--- config.mk ---
export PLATFORM = sky130hd
export DESIGN_NAME = bitu_core
export DESIGN_NICKNAME = d
export VERILOG_FILES = /design/src/rtl/bitu_pkg.sv /design/src/rtl/bitu_shifter.sv /design/src/rtl/bitu_bitops.sv /design/src/rtl/bitu_core.sv
export SDC_FILE = /design/constraint.sdc
export NUM_CORES = 1
export LEC_CHECK = 0
export ABC_CLOCK_PERIOD_IN_PS = 2340
export BUFFER_PORTS_ARGS = -buffer_cell sky130_fd_sc_hd__buf_2
export CORE_UTILIZATION = 50
export DETAILED_ROUTE_END_ITERATION = 10
export GPL_ROUTABILITY_DRIVEN = 1
export PLACE_DENSITY = 0.8
export SLEW_MARGIN = 10
export SYNTH_ARGS = -nofsm -noshare
export SYNTH_HDL_FRONTEND = slang
export SYNTH_SLANG_ARGS = --single-unit
--- constraint.sdc ---
create_clock -name vclk -period 2.34
set_clock_uncertainty 0.2 [all_clocks]
set_input_delay 0.351 -clock vclk [all_inputs]
set_output_delay 0.351 -clock vclk [all_outputs]
set_load 0.05 [all_outputs]
--- src/rtl/bitu_pkg.sv ---
package bitu_pkg;

    typedef enum logic [1:0] {
        CLS_SHIFT = 2'b00,
        CLS_TEST  = 2'b01,
        CLS_CLEAR = 2'b10,
        CLS_SET   = 2'b11
    } cls_e;

    typedef enum logic [2:0] {
        SH_ROL_CIRC  = 3'd0,
        SH_ROR_CIRC  = 3'd1,
        SH_ROL_CARRY = 3'd2,
        SH_ROR_CARRY = 3'd3,
        SH_LEFT      = 3'd4,
        SH_RIGHT_ARI = 3'd5,
        SH_NIB_SWAP  = 3'd6,
        SH_RIGHT_LOG = 3'd7
    } shift_op_e;

    typedef struct packed {
        logic z;
        logic n;
        logic h;
        logic c;
    } flags_t;

endpackage

--- src/rtl/bitu_shifter.sv ---
module bitu_shifter
    import bitu_pkg::*;
#(
    parameter int DATA_W = 8
) (
    input  shift_op_e         op_i,
    input  logic [DATA_W-1:0] d_i,
    input  logic              c_i,
    output logic [DATA_W-1:0] q_o,
    output flags_t            fl_o
);
    localparam int HALF_W = DATA_W / 2;

    logic msb, lsb, c_out;

    always_comb begin
        msb   = d_i[DATA_W-1];
        lsb   = d_i[0];
        q_o   = d_i;
        c_out = 1'b0;
        unique case (op_i)
            SH_ROL_CIRC: begin
                q_o   = {d_i[DATA_W-2:0], msb};
                c_out = msb;
            end
            SH_ROR_CIRC: begin
                q_o   = {lsb, d_i[DATA_W-1:1]};
                c_out = lsb;
            end
            SH_ROL_CARRY: begin
                q_o   = {d_i[DATA_W-2:0], c_i};
                c_out = msb;
            end
            SH_ROR_CARRY: begin
                q_o   = {c_i, d_i[DATA_W-1:1]};
                c_out = lsb;
            end
            SH_LEFT: begin
                q_o   = {d_i[DATA_W-2:0], 1'b0};
                c_out = msb;
            end
            SH_RIGHT_ARI: begin
                q_o   = {msb, d_i[DATA_W-1:1]};
                c_out = lsb;
            end
            SH_NIB_SWAP: begin
                q_o   = {d_i[HALF_W-1:0], d_i[DATA_W-1:HALF_W]};
                c_out = 1'b0;
            end
            SH_RIGHT_LOG: begin
                q_o   = {1'b0, d_i[DATA_W-1:1]};
                c_out = lsb;
            end
        endcase
        fl_o.z = (q_o == '0);
        fl_o.n = 1'b0;
        fl_o.h = 1'b0;
        fl_o.c = c_out;

        // circular rotates neither create nor lose set bits
        if (op_i == SH_ROL_CIRC || op_i == SH_ROR_CIRC)
            assert_circ_keeps_ones_R2: assert ($countones(q_o) == $countones(d_i));
        // swap keeps the population of ones
        if (op_i == SH_NIB_SWAP)
            assert_swap_keeps_ones_R7: assert ($countones(q_o) == $countones(d_i));
    end

endmodule

--- src/rtl/bitu_bitops.sv ---
module bitu_bitops
    import bitu_pkg::*;
#(
    parameter int DATA_W = 8,
    parameter int IDX_W  = 3
) (
    input  cls_e              cls_i,
    input  logic [IDX_W-1:0]  idx_i,
    input  logic [DATA_W-1:0] d_i,
    input  flags_t            fl_i,
    output logic [DATA_W-1:0] q_o,
    output flags_t            fl_o
);
    logic [DATA_W-1:0] mask;

    for (genvar g = 0; g < DATA_W; g++) begin : g_mask
        assign mask[g] = (idx_i == IDX_W'(g));
    end

    always_comb begin
        q_o  = d_i;
        fl_o = fl_i;
        unique case (cls_i)
            CLS_SHIFT: begin
                q_o  = d_i;
                fl_o = fl_i;
            end
            CLS_TEST: begin
                q_o    = d_i;
                fl_o.z = ~|(d_i & mask);
                fl_o.n = 1'b0;
                fl_o.h = 1'b1;
                fl_o.c = fl_i.c;
            end
            CLS_CLEAR: q_o = d_i & ~mask;
            CLS_SET:   q_o = d_i | mask;
        endcase

        // an edit touches at most one bit
        if (cls_i == CLS_CLEAR || cls_i == CLS_SET)
            assert_single_bit_edit_R10: assert ($countones(q_o ^ d_i) <= 1);
    end

endmodule

--- src/rtl/bitu_core.sv ---
module bitu_core
    import bitu_pkg::*;
#(
    parameter int DATA_W = 8
) (
    input  logic [1:0]        cls_i,
    input  logic [2:0]        sel_i,
    input  logic [DATA_W-1:0] opnd_i,
    input  logic [3:0]        flags_i,
    output logic [DATA_W-1:0] result_o,
    output logic [3:0]        flags_o
);
    localparam int IDX_W = (DATA_W > 1) ? $clog2(DATA_W) : 1;

    cls_e              cls;
    flags_t            fl_in;
    logic [DATA_W-1:0] sh_q, bo_q;
    flags_t            sh_fl, bo_fl;

    assign cls   = cls_e'(cls_i);
    assign fl_in = flags_t'(flags_i);

    bitu_shifter #(.DATA_W(DATA_W)) u_shift (
        .op_i (shift_op_e'(sel_i)),
        .d_i  (opnd_i),
        .c_i  (fl_in.c),
        .q_o  (sh_q),
        .fl_o (sh_fl)
    );

    bitu_bitops #(.DATA_W(DATA_W), .IDX_W(IDX_W)) u_bits (
        .cls_i (cls),
        .idx_i (IDX_W'(sel_i)),
        .d_i   (opnd_i),
        .fl_i  (fl_in),
        .q_o   (bo_q),
        .fl_o  (bo_fl)
    );

    always_comb begin
        unique case (cls)
            CLS_SHIFT: begin
                result_o = sh_q;
                flags_o  = sh_fl;
            end
            CLS_TEST, CLS_CLEAR, CLS_SET: begin
                result_o = bo_q;
                flags_o  = bo_fl;
            end
        endcase

        // shift group clears N and H and reports zero
        if (cls == CLS_SHIFT)
            assert_shift_flags_R8: assert (flags_o[2:1] == 2'b00 &&
                                           flags_o[3] == (result_o == '0));
        // test keeps the operand and the carry, forces H
        if (cls == CLS_TEST)
            assert_test_preserves_R9: assert (result_o == opnd_i &&
                                              flags_o[0] == flags_i[0] && flags_o[1]);
        // edits leave the flags untouched
        if (cls == CLS_CLEAR || cls == CLS_SET)
            assert_edit_flags_kept_R11: assert (flags_o == flags_i);
        // swap clears carry
        if (cls == CLS_SHIFT && sel_i == 3'd6)
            assert_swap_clears_c_R7: assert (flags_o[0] == 1'b0);
    end

endmodule

==> flow_results.org <==
** Layout
- The area growth from synthesis to layout is 37.7%.
- The repair_antennas step left the layout with diodes totalling 0.
- The design has 0 sequential cells.
- Leaving out fill and tap cells, the most frequent cell in the layout is sky130_fd_sc_hd__buf_2.
- Sequential Area :: 0 um^2
- Share of post-route cells with drive strength above 1 :: 0.423
- The final layout contains 168 nets.
- At the end of the flow the core is filled with cells to 0.769.
- Most used cells in the layout excluding fill and tap cells :: sky130_fd_sc_hd__buf_2 (25), sky130_fd_sc_hd__buf_4 (24), sky130_fd_sc_hd__nand2_1 (15)
- Area of the multi-input gates :: 696 um^2
- The count of cells in the finished layout, fillers not included, comes to around 160.
- Clock Buffer Count :: 0
- Final-layout fill cell count :: 101

** Route
- For this block, the initial DRC count from the detailed router was 36.
- Remaining antenna violation count :: 0
- After detailed routing, the number of remaining DRC violations is 0.
- Length of the first detailed-routing pass in iterations :: 4
- For this block, the routed nets add up to 2.66 mm of wire.
- Total number of vias :: around 1.1k
- Post-DR wirelength/cell :: roughly 16 um
- Using the TritonRoute via totals, the vias-per-cell ratio works out to 6.67.

** Global route
- Entering global routing, the biggest net connects 22 pins.
- Antenna violations before repair :: 0
- Number of global-route vias before repair :: 843
- Overall Global Routing Usage :: 0.317
- First-pass GRT wire length :: between 3 and 4 mm
- Residual overflow from global routing :: 0

** Run status
- The flow ran to the end, and the final reports show no timing, DRC or antenna violations.

** Yosys
- Biggest area contributors in the synthesized netlist :: sky130_fd_sc_hd__nand2_1 (7.4%), sky130_fd_sc_hd__a221oi_2 (5.9%), sky130_fd_sc_hd__nand2b_1 (5.7%)
- The number of different library cells used by synthesis comes to 40.
- Of the total synthesized cell area, the portion taken by full adders, half adders and majority gates is 0.
- Post-Synth Simple-Gate Area :: 0.361
- The largest total area in the synthesized netlist belongs to sky130_fd_sc_hd__nand2_1.
- The portion of synthesized area spent on multiplexers is 0.0836.
- Yosys warning count :: 0
- Synth top area share :: 0.0738
- Number of instances in the synthesized netlist :: 111
- Parity-gate share of the synthesized area counting xor and xnor cells :: 0
- Of the synthesized area, sequential elements account for 0.
- Average cell area after synthesis :: 6.88 um^2
- The complex-gate fraction of the synthesized area was 0.441.
- Mapped Area :: 763 um^2
- Dominant combinational cell family by area after synthesis :: compound AO/OA/AOI/OAI gates
- Synthesis produced a netlist with a net count of roughly 130.

** Setup path
- The worst setup path is captured at an output port.
- Worst setup path category :: in2out
- Slowest cell on the critical path :: sky130_fd_sc_hd__a2111o_1
- The kind of cell with the highest combined delay along the critical path is compound AO/OA/AOI/OAI gates.
- At the worst endpoint, the required time is 1.79 ns.
- Critical path peak fanout :: 17
- Launching instance or port of the critical path :: sel_i[2]
- Crit path buf inv count :: 3
- Traced cell by cell, the critical path runs through buf_4 > buf_12 > nand3_1 > a21oi_1 > a2111o_1 > o31ai_2 > buf_6.
- For this run, the slowest stage of the critical path takes 0.41 ns.
- STA classifies the critical path startpoint as an input pin.
- Signal arrival time at the worst endpoint :: about 1.7 ns

** Pwr
- IR analysis of the VDD net gives a maximum drop of 0.202 mV.
- Power per cell area :: roughly 270 nW/um^2
- The analysis attributes to cell leakage a power of 0.496 nW.

** Min path
- The worst hold path passes through 4 cells.
- The path with the worst hold slack has its endpoint at flags_o[3].
- Min-delay worst type :: in2out
- Worst min-delay path startpoint :: flags_i[3]

** STA
- The worst pin sits at a relative slew slack of 0.788.
- Fmax :: 439 MHz
- After layout, the worst setup slack is 0.0632 ns.
- Setup-violating endpoint count in the final report :: 0
- Final Cycle Share :: 0.973
- Hold violation count in the final report :: 0
- For the pin with the worst max-slew slack, the measured transition is about 0.32 ns.
- The routed design could run at a clock period as short as about 2.3 ns.
- Max-slew violation count :: 0

** Floorplan
- Die footprint :: 1690 um^2
- Die width :: 41.1 um
- Initial core utilization :: 0.559
- The floorplan has 13 rows.
- Core Footprint :: 1370 um^2
- Height of the die :: 41.1 um
- In this run the count of I/O pins placed on the die edge is 29.

** Placed design
- In this run the tool buffered the top-level ports with 29 buffer cells.
- At the end of routability-driven placement, the weighted congestion stood at 0.937.
- The wire-length estimate of the detail-placed layout is 1.98 mm.
- Placed cells :: 163
- Post-placement setup slack :: -0.0800 ns

** Clock network
- Hold_buf cts :: 0

** Flow run
- Number of max-cap violations :: 0
==> report_power, final <==
group,internal [mW],total (mW),leakage (nW),switching (mW)
sequential,0,0,0,0
clock,0,0,0,0
combinational,0.107,0.279,0.496,0.172
==> Yosys cell counts (2+ instances only) <==
library cell and instances:
sky130_fd_sc_hd__nor2b_1 3, sky130_fd_sc_hd__a211oi_1 2, sky130_fd_sc_hd__a21oi_1 7, sky130_fd_sc_hd__o21ai_1 3
sky130_fd_sc_hd__nand3b_1 3, sky130_fd_sc_hd__nor3b_1 2, sky130_fd_sc_hd__clkbuf_1 4, sky130_fd_sc_hd__buf_2 4
sky130_fd_sc_hd__o211ai_1 3, sky130_fd_sc_hd__o21ai_0 5, sky130_fd_sc_hd__a221oi_2 3, sky130_fd_sc_hd__nor2_1 3
sky130_fd_sc_hd__nand3_1 3, sky130_fd_sc_hd__and3_1 3, sky130_fd_sc_hd__buf_6 2, sky130_fd_sc_hd__and4b_1 3
sky130_fd_sc_hd__buf_4 2, sky130_fd_sc_hd__o221ai_1 2, sky130_fd_sc_hd__a31o_2 2, sky130_fd_sc_hd__a21o_1 5
sky130_fd_sc_hd__a21boi_0 3, sky130_fd_sc_hd__mux2i_1 3, sky130_fd_sc_hd__nand2_1 15, sky130_fd_sc_hd__o31ai_1 4
sky130_fd_sc_hd__nand2b_1 7
==> stage by stage <==
stage	total power, mW	TNS, ns	hold WS (ns)	area (um^2)
final	0.279	0	0.889	1050
after global placement	0.257	-0.0485	0.886	1010
after global routing	0.294	-0.00618	0.906	1050
after CTS	0.268	0	0.896	1020
after floorplan	0.181	-1.09	0.801	768
after detailed placement	0.265	-0.0800	0.896	1010
==> cell type report <==
| class | count | share of cell area |
|---|---|---|
| Tap cell | 15 | 0.0179 |
| Timing Repair Buffer | 51 | 0.320 |
| Multi-Input combinational cell | 98 | 0.662 |
==> worst max path at each step <==
stage / slack [ns] / cells past startpoint / endpoint
CTS: 0.03 / 7 / flags_o[3]
global placement: -0.05 / 6 / flags_o[3]
finish: 0.06 / 7 / flags_o[3]
detailed placement: -0.08 / 6 / flags_o[3]
global route: -0.006 / 7 / flags_o[3]
floorplan: -0.31 / 4 / result_o[4]
==> per-layer routing <==
| metal | up-vias | wire length, um | global-route usage |
|---|---|---|---|
| met4 | 0 | 40 | 0.0417 |
| met2 | 66 | 1330 | 0.609 |
| met1 | 515 | 1080 | 0.377 |
| met5 | - | 0 | 0 |
| li1 | 503 | - | - |
| met3 | 10 | 206 | 0.0272 |
==> cells by family after synthesis <==
| kind of cell | Yosys count |
|---|---|
| AND/OR/NAND/NOR | 48 |
| AO/OA/AOI/OAI | 45 |
| buffers and inverters | 13 |
| multiplexers | 5 |
==> timing repair <==
item / CTS / global route
gates resized for setup: 4 / 4
buffers inserted: 0 / 1
gates cloned: 0 / 0
setup endpoints to repair: 1 / 1
pin swaps: 0 / 1
Note: power is estimated with default switching activity, not from simulation.
